$ cat src/rtl/rma_pkg.sv
package rma_pkg;

   typedef enum logic [1:0] {
      SEG_EXTRA = 2'd0,
      SEG_CODE  = 2'd1,
      SEG_STACK = 2'd2,
      SEG_DATA  = 2'd3
   } seg_id_e;

   typedef enum logic [1:0] {
      ACC_DATA  = 2'd0,
      ACC_STACK = 2'd1,
      ACC_FETCH = 2'd2,
      ACC_DEST  = 2'd3
   } acc_kind_e;

   localparam int unsigned SEG_COUNT = 4;
   localparam int unsigned SEG_ID_W  = 2;

endpackage

$ cat src/rtl/rma_seg_file.sv
module rma_seg_file
   import rma_pkg::*;
#(
   parameter int unsigned SEG_W = 16
) (
   input  logic                               clk,
   input  logic                               rst_n,
   input  logic                               wr_en,
   input  logic [SEG_ID_W-1:0]                wr_sel,
   input  logic [SEG_W-1:0]                   wr_data,
   output logic [SEG_COUNT-1:0][SEG_W-1:0]    seg_q
);

   if (SEG_W < 2) begin : g_bad_width
      $error("rma_seg_file: SEG_W must be at least 2");
   end

   for (genvar gi = 0; gi < SEG_COUNT; gi++) begin : g_reg
      localparam logic [SEG_W-1:0] RST_VAL =
         (gi == int'(SEG_CODE)) ? {SEG_W{1'b1}} : {SEG_W{1'b0}};
      logic hit;
      assign hit = wr_en && (wr_sel == SEG_ID_W'(gi));
      always_ff @(posedge clk or negedge rst_n) begin
         if (!rst_n)   seg_q[gi] <= RST_VAL;
         else if (hit) seg_q[gi] <= wr_data;
      end
   end

   // the code register comes out of reset at all ones
   a_r1_code_reset: assert property (@(posedge clk)
      $rose(rst_n) |-> seg_q[SEG_CODE] == {SEG_W{1'b1}});

   // a write reaches the addressed register
   a_r6_write_lands: assert property (@(posedge clk) disable iff (!rst_n)
      wr_en |=> seg_q[$past(wr_sel)] == $past(wr_data));

endmodule

$ cat src/rtl/rma_seg_pick.sv
module rma_seg_pick
   import rma_pkg::*;
(
   input  logic [1:0]          kind,
   input  logic                ovr_en,
   input  logic [SEG_ID_W-1:0] ovr_sel,
   output logic [SEG_ID_W-1:0] seg_sel
);

   logic [SEG_ID_W-1:0] dflt;

   always_comb begin
      unique case (acc_kind_e'(kind))
         ACC_DATA:  dflt = SEG_DATA;
         ACC_STACK: dflt = SEG_STACK;
         ACC_FETCH: dflt = SEG_CODE;
         default:   dflt = SEG_EXTRA;
      endcase
   end

   always_comb begin
      if (ovr_en && (acc_kind_e'(kind) != ACC_FETCH)) seg_sel = ovr_sel;
      else                                            seg_sel = dflt;
   end

   // a fetch never leaves the code segment
   always_comb begin
      a_r5_fetch_code: assert (acc_kind_e'(kind) != ACC_FETCH || seg_sel == SEG_CODE);
   end

endmodule

$ cat src/rtl/rma_addr_form.sv
module rma_addr_form #(
   parameter int unsigned SEG_W    = 16,
   parameter int unsigned OFF_W    = 16,
   parameter int unsigned SHIFT    = 4,
   parameter bit          HAS_GATE = 1'b1,
   parameter int unsigned ADDR_W   = 21
) (
   input  logic [SEG_W-1:0]  seg_val,
   input  logic [OFF_W-1:0]  offset,
   input  logic              gate_open,
   output logic [ADDR_W-1:0] addr
);

   localparam int unsigned BASE_W = SEG_W + SHIFT;
   localparam int unsigned SUM_W  = ((BASE_W > OFF_W) ? BASE_W : OFF_W) + 1;

   if (SUM_W != ADDR_W) begin : g_bad_addr
      $error("rma_addr_form: ADDR_W must be one more than the wider addend");
   end

   logic [SUM_W-1:0] base_ext;
   logic [SUM_W-1:0] off_ext;
   logic [SUM_W-1:0] sum;

   assign base_ext = SUM_W'({seg_val, {SHIFT{1'b0}}});
   assign off_ext  = SUM_W'(offset);
   assign sum      = base_ext + off_ext;

   if (HAS_GATE) begin : g_gated
      assign addr = {sum[SUM_W-1] & gate_open, sum[SUM_W-2:0]};
   end else begin : g_wrap_only
      logic unused_gate;
      assign unused_gate = gate_open;
      assign addr = {1'b0, sum[SUM_W-2:0]};
   end

endmodule

$ cat src/rtl/rma_real_addr_gen.sv
module rma_real_addr_gen
   import rma_pkg::*;
#(
   parameter int unsigned SEG_W    = 16,
   parameter int unsigned OFF_W    = 16,
   parameter int unsigned SHIFT    = 4,
   parameter bit          HAS_GATE = 1'b1,
   parameter int unsigned ADDR_W   =
      (((SEG_W + SHIFT) > OFF_W) ? (SEG_W + SHIFT) : OFF_W) + 1
) (
   input  logic                clk,
   input  logic                rst_n,
   input  logic                seg_wr_en,
   input  logic [1:0]          seg_wr_sel,
   input  logic [SEG_W-1:0]    seg_wr_data,
   input  logic                req_valid,
   input  logic [1:0]          req_kind,
   input  logic                ovr_en,
   input  logic [1:0]          ovr_sel,
   input  logic [OFF_W-1:0]    req_offset,
   input  logic                a20_open,
   output logic                out_valid,
   output logic [ADDR_W-1:0]   out_addr,
   output logic [1:0]          out_seg
);

   localparam logic [ADDR_W-1:0] TOP_ADDR =
      ADDR_W'({SEG_W{1'b1}}) * ADDR_W'(1 << SHIFT) + ADDR_W'({OFF_W{1'b1}});

   if (SHIFT < 1 || SHIFT > 8) begin : g_bad_shift
      $error("rma_real_addr_gen: SHIFT out of range");
   end

   logic [SEG_COUNT-1:0][SEG_W-1:0] seg_q;
   logic [SEG_ID_W-1:0]             pick;
   logic [ADDR_W-1:0]               addr_d;

   rma_seg_file #(.SEG_W(SEG_W)) u_file (
      .clk     (clk),
      .rst_n   (rst_n),
      .wr_en   (seg_wr_en),
      .wr_sel  (seg_wr_sel),
      .wr_data (seg_wr_data),
      .seg_q   (seg_q)
   );

   rma_seg_pick u_pick (
      .kind    (req_kind),
      .ovr_en  (ovr_en),
      .ovr_sel (ovr_sel),
      .seg_sel (pick)
   );

   rma_addr_form #(
      .SEG_W    (SEG_W),
      .OFF_W    (OFF_W),
      .SHIFT    (SHIFT),
      .HAS_GATE (HAS_GATE),
      .ADDR_W   (ADDR_W)
   ) u_form (
      .seg_val   (seg_q[pick]),
      .offset    (req_offset),
      .gate_open (a20_open),
      .addr      (addr_d)
   );

   always_ff @(posedge clk or negedge rst_n) begin
      if (!rst_n) begin
         out_valid <= 1'b0;
         out_addr  <= '0;
         out_seg   <= SEG_EXTRA;
      end else begin
         out_valid <= req_valid;
         if (req_valid) begin
            out_addr <= addr_d;
            out_seg  <= pick;
         end
      end
   end

   // a request yields a strobe on the next cycle
   a_r2_strobe: assert property (@(posedge clk) disable iff (!rst_n)
      req_valid |=> out_valid);

   // no request, no strobe
   a_r10_quiet: assert property (@(posedge clk) disable iff (!rst_n)
      !req_valid |=> !out_valid);

   // the result never passes the top of reach
   a_r7_ceiling: assert property (@(posedge clk) disable iff (!rst_n)
      out_valid |-> out_addr <= TOP_ADDR);

   // a closed gate leaves bit 20 clear
   a_r8_wrap: assert property (@(posedge clk) disable iff (!rst_n)
      req_valid && !a20_open |=> !out_addr[ADDR_W-1]);

   // an override on a non-fetch access picks the named segment
   a_r4_override: assert property (@(posedge clk) disable iff (!rst_n)
      req_valid && ovr_en && req_kind != ACC_FETCH |=> out_seg == $past(ovr_sel));

   // fetch reports the code segment
   a_r5_fetch_out: assert property (@(posedge clk) disable iff (!rst_n)
      req_valid && req_kind == ACC_FETCH |=> out_seg == SEG_CODE);

endmodule

$ cat config.mk
export PLATFORM = sky130hd
export DESIGN_NAME = rma_real_addr_gen
export DESIGN_NICKNAME = d
export VERILOG_FILES = /design/src/rtl/rma_pkg.sv /design/src/rtl/rma_seg_file.sv /design/src/rtl/rma_seg_pick.sv /design/src/rtl/rma_addr_form.sv /design/src/rtl/rma_real_addr_gen.sv
export SDC_FILE = /design/constraint.sdc
export NUM_CORES = 1
export LEC_CHECK = 0
export BUFFER_PORTS_ARGS = -buffer_cell sky130_fd_sc_hd__buf_4
export CORE_UTILIZATION = 55
export CTS_BUF_LIST = sky130_fd_sc_hd__clkbuf_16
export CTS_CLUSTER_DIAMETER = 150
export CTS_CLUSTER_SIZE = 24
export DETAILED_ROUTE_END_ITERATION = 7
export PLACE_DENSITY = 0.75
export SKIP_LAST_GASP = 1
export SLEW_MARGIN = 20
export SYNTH_ARGS = -nofsm -noshare
export SYNTH_HDL_FRONTEND = slang
export SYNTH_HIERARCHICAL = 1
export SYNTH_SLANG_ARGS = --single-unit
$ cat constraint.sdc
create_clock -name clk -period 3.6 [get_ports clk]
set_clock_uncertainty 0.05 [all_clocks]
set_input_delay 0.54 -clock clk [delete_from_list [all_inputs] [get_ports clk]]
set_output_delay 0.54 -clock clk [all_outputs]
set_load 0.02 [all_outputs]
# Word level (Yosys, flattened, before mapping)
# Cells that the tools add are included.
# op_classes
n_bitwise	1
muxes	4
addsub	1
magnitude_cmp	1
n_eq_ne	6
n_reduce_logical	7
# op_table
cell	n
$bmux W16 S2	1
$add A20 B16 Y21	1
$mux W16	1
$eq A2 B2 Y1 const B	3
$pmux W2 S3	1
$logic_and A1 B1 Y1	5
$eq A2 B1 Y1 const B	2
$logic_not A2 Y1	2
$lt A2 B3 Y1 const B	1
$mux W2	1
$ne A2 B2 Y1 const B	1
$and A1 B1 Y1	1
# word_totals
ff_bits	88
wordCells	27

# Logic depth before layout (Yosys ltp)
# depth
depth_word	7
ltp_mapped	13

# Hierarchy
# Netlist, hierarchy kept.
# modules_own_cells
module	cells_per_inst	n_inst	area_per_inst_um2	seq_area_each_um2
rma_seg_file	136	1	2431.1	1621.6
rma_real_addr_gen	69	1	1297.5	600.6
rma_addr_form	89	1	691.9	0.0
rma_seg_pick	6	1	30.0	0.0

# Worst setup path after synthesis
# Ideal clock, no wire load.
# synth_path
kind	input port to flip-flop
from	in ovr_en
to	reg out_addr[20]
stages	12
t_required_ns	3.425
arrival_ns	3.278
path_slack_ns	0.148
cell_sequence	nor2b_1 o21ai_1 buf_6 mux4_1 ha_1 fa_1 a21o_1 a221oi_2 nand4b_1 nand2_1 and4_1 mux2_2
# synth_between
elab_chain_len	6
# synth_lines
item	line_no	text
start, declared	rma_real_addr_gen.sv:18	input logic ovr_en,
$logic_and A1 B1 Y1	rma_seg_pick.sv:22	if (ovr_en && (acc_kind_e'(kind) != ACC_FETCH)) seg_sel = ovr_sel;
$mux W2	rma_seg_pick.sv:22	
named net pick[0]	rma_real_addr_gen.sv:35	logic [SEG_ID_W-1:0] pick;
$bmux W16 S2	rma_real_addr_gen.sv:61	.seg_val (seg_q[pick]),
$mux W16 (not written as such)	rma_real_addr_gen.sv:61	
$add A20 B16 Y21	rma_addr_form.sv:27	assign sum = base_ext + off_ext;
$and A1 B1 Y1	rma_addr_form.sv:30	assign addr = {sum[SUM_W-1] & gate_open, sum[SUM_W-2:0]};
named net addr_d[20]	rma_real_addr_gen.sv:36	logic [ADDR_W-1:0] addr_d;
end signal, assigned	rma_real_addr_gen.sv:75	out_addr <= addr_d;
end, declared	rma_real_addr_gen.sv:23	output logic [ADDR_W-1:0] out_addr,
# The timed path passes the listed nets, and every way through them passes these cells. The select of a mux whose other input is x is not followed.
# A chain may end at the register's enable or synchronous reset.

# Final worst setup path
# Same ends and word-level chain as after synthesis.

==> impl_metrics.json <==
{
  "synth_ff_type": "dfrtp_1",
  "cp_cell_sequence": "buf_4 > nor2b_1 > o21ai_2 > buf_4 > mux4_1 > fa_1 > a21o_1 > a221oi_2 > nand4b_1 > nand2_1 > and4_1 > mux2_2",
  "fin_util_pct": 69.8,
  "htree_levels": 3,
  "clk_latency_ps": 340,
  "crit_path_start_kind": "input pin",
  "finalNetCount": 438,
  "syn-num-nets": 357,
  "cts_tree": "yes",
  "synth.distinct_cells": 43,
  "holdWs_ps": 196,
  "grt-ovfl-total": 0,
  "cts_setup_buffers": 0,
  "grt_pass1_wl_um": 14300,
  "max_cap_viol_count": 0,
  "insertedDiodeCount": 0,
  "cts_buffer_depth": 2,
  "die-area_um2": 8460,
  "powerDensity_nw_per_um2": 650,
  "r2r-end": "out_addr[20]",
  "yosysWarningCount": 6,
  "finalSetupViolCount": 0,
  "cts_resized": 0,
  "drtIter0Drc": 76,
  "drive_gt1_share_pct": 57.8,
  "r2r_setup_slack_ps": 570,
  "clkPwrFrac_pct": 28.8,
  "ant_nets": 0,
  "max_freq_mhz": 298,
  "synth_seq_area_share_pct": 49.9,
  "numPortBuffers": 67,
  "power_mw": 3.53,
  "hold_violations": 0,
  "power_leakage_nw": 2.42,
  "r2r_start": "u_file/seg_q[0]",
  "start_util_pct": 57.3,
  "yosysTopAreaCellShare_pct": 40.5,
  "syn_area_um2": 4450,
  "post-route-period-util_pct": 93.2,
  "final_common_cell": "mux2_2",
  "fillers": 558,
  "crit_fanout": 4,
  "internal_power_mw": 2.48,
  "fp-row-count": 32,
  "num_vias": 2791,
  "die_w_um": 92.0,
  "grt_max_degree": 89,
  "power.share.switching_pct": 29.7,
  "p_comb_share_pct": 32.5,
  "numCtsBuffers": 9,
  "clk_pin_slew_ps": 60,
  "synthTopCellsByArea": "dfrtp_1, mux2_2, dfstp_2",
  "synth_cells": 300,
  "reg2reg_depth": 9,
  "worst_pin_slew_ps": 922,
  "ioPinCount": 68,
  "multi_input_area_um2": 2080,
  "async_flop_share_pct": 100,
  "cts.sinks": 88,
  "outcome": "finished clean",
  "avgViaCountPerCell": 5.72,
  "grt_pass1_vias": 2905,
  "finalMaxSlewViolations": 0,
  "antenna_found_initial": 0,
  "drt_wl_total_um": 8540,
  "drc_errors": 0,
  "period_minus_slack_ps": 3350,
  "grt_use_total_pct": 22.5,
  "routedWlPerCell_um": 17.5,
  "ir_worst_vdd_uv": 264,
  "crit_type": "input pin to flop",
  "chipHeight_um": 92.0,
  "timing.slew.headroom_pct": 38.5,
  "pwr-share-seq_pct": 38.7,
  "synth-seq-cells": 88,
  "regArea_um2": 2220,
  "arrival_ps": 3530,
  "area_delta_synth_final_pct": 21.9,
  "cpMaxStageDelayCell": "mux4_1",
  "layout_common_cells": "mux2_2, buf_4, dfrtp_1",
  "dp_hpwl_um": 5980,
  "dr.pass1.iters": 4,
  "max_stage_delay_ps": 610,
  "p_switching_mw": 1.05,
  "synth_edf_count": 0,
  "cp-end-kind": "flop",
  "avgSynthCellArea_um2": 14.8,
  "yosysTopAreaCell": "dfrtp_1",
  "hp-class": "input pin to asynchronous set/reset pin",
  "core_um2": 7770,
  "critical_path_required_ps": 3780,
  "gp_congestion": 0.801,
  "grt_setup_unrepaired": "false",
  "ctsHoldBuffers": 0,
  "setup_tns_ps": 0,
  "critPathMostFrequentCell": "buf_4",
  "cts_root_buf": "clkbuf_16"
}
[state kept, by name, summed over array words and instances (netlist names)]
| name | cells |
|---|---|
| out_valid | 1 |
| u_file/seg_q | 64 |
| out_addr | 21 |
| out_seg | 2 |
[cell families after synthesis]
family | share of synthesized area (%)
multiplexers | 30.7
flip-flops | 49.9
AND/OR/NAND/NOR | 5.03
AO/OA/AOI/OAI | 4.75
buffers and inverters | 3.40
adder cells (fa/ha/maj) | 3.82
XOR/XNOR | 2.36
[critical path: cells and delay by family]
kind / cells / cell delay (ps)
simple gates: 4 / 620
mux: 2 / 860
fa+ha+maj: 1 / 450
buf+inv: 2 / 290
compound gates: 3 / 760
[synthesized netlist by cell type, types with 3 or more instances]
library cell / number
a21o_1: 4
a21oi_1: 8
buf_2: 6
buf_4: 5
dfrtp_1: 72
dfstp_2: 16
ha_1: 12
mux2_2: 87
mux4_1: 7
mux4_2: 9
nand2_1: 7
nand3_1: 3
nand4_1: 3
nor2_1: 5
nor2b_1: 4
o21ai_0: 4
o21ai_1: 5
xnor2_1: 4
xor2_1: 8
[how the worst max path moves through the flow]
stage	start	slack (ps)	cells after the start	to
global route	ovr_en	100	12	out_addr[20]
floorplan	ovr_en	150	12	out_addr[20]
finish	ovr_en	250	12	out_addr[20]
detailed placement	ovr_en	-80	12	out_addr[20]
global placement	ovr_en	-20	12	out_addr[20]
CTS	ovr_en	250	12	out_addr[20]
[power by group through the flow]
stage,Combinational (mW),Clock (mW),Sequential (mW)
final,1.15,1.02,1.36
after global routing,1.24,1.07,1.40
after CTS,1.15,1.04,1.37
after detailed placement,1.15,0,1.38
after global placement,1.12,0,1.37
after floorplan,0.647,0,1.47
[metrics by stage]
step / setup WS, ps / cell area (um^2) / std cells
CTS: 248 / 5420 / 488
global route: 99.8 / 5430 / 488
detailed placement: -83.7 / 5100 / 472
finish: 246 / 5430 / 488
floorplan: 148 / 4450 / 300
global placement: -17.8 / 5100 / 472
[metal layers]
| metal | up-vias | share of wire [%] | track usage, % |
|---|---|---|---|
| met3 | 17 | 3.7 | 5.80 |
| met2 | 64 | 50 | 36.5 |
| met1 | 1426 | 44 | 29.0 |
| li1 | 1284 | - | - |
| met5 | - | 0 | 0 |
| met4 | 0 | 2.1 | 8.98 |
[cell type report]
type / count / area share, %
clock buffers: 9 / 4.15
multi-input cells: 194 / 38.4
repair buffers: 86 / 12.2
flip-flops and latches: 88 / 41.0
inverters: 2 / 0.138
clock inverters: 7 / 1.85
well taps: 102 / 2.35
Power figures use the tool's default switching activity.
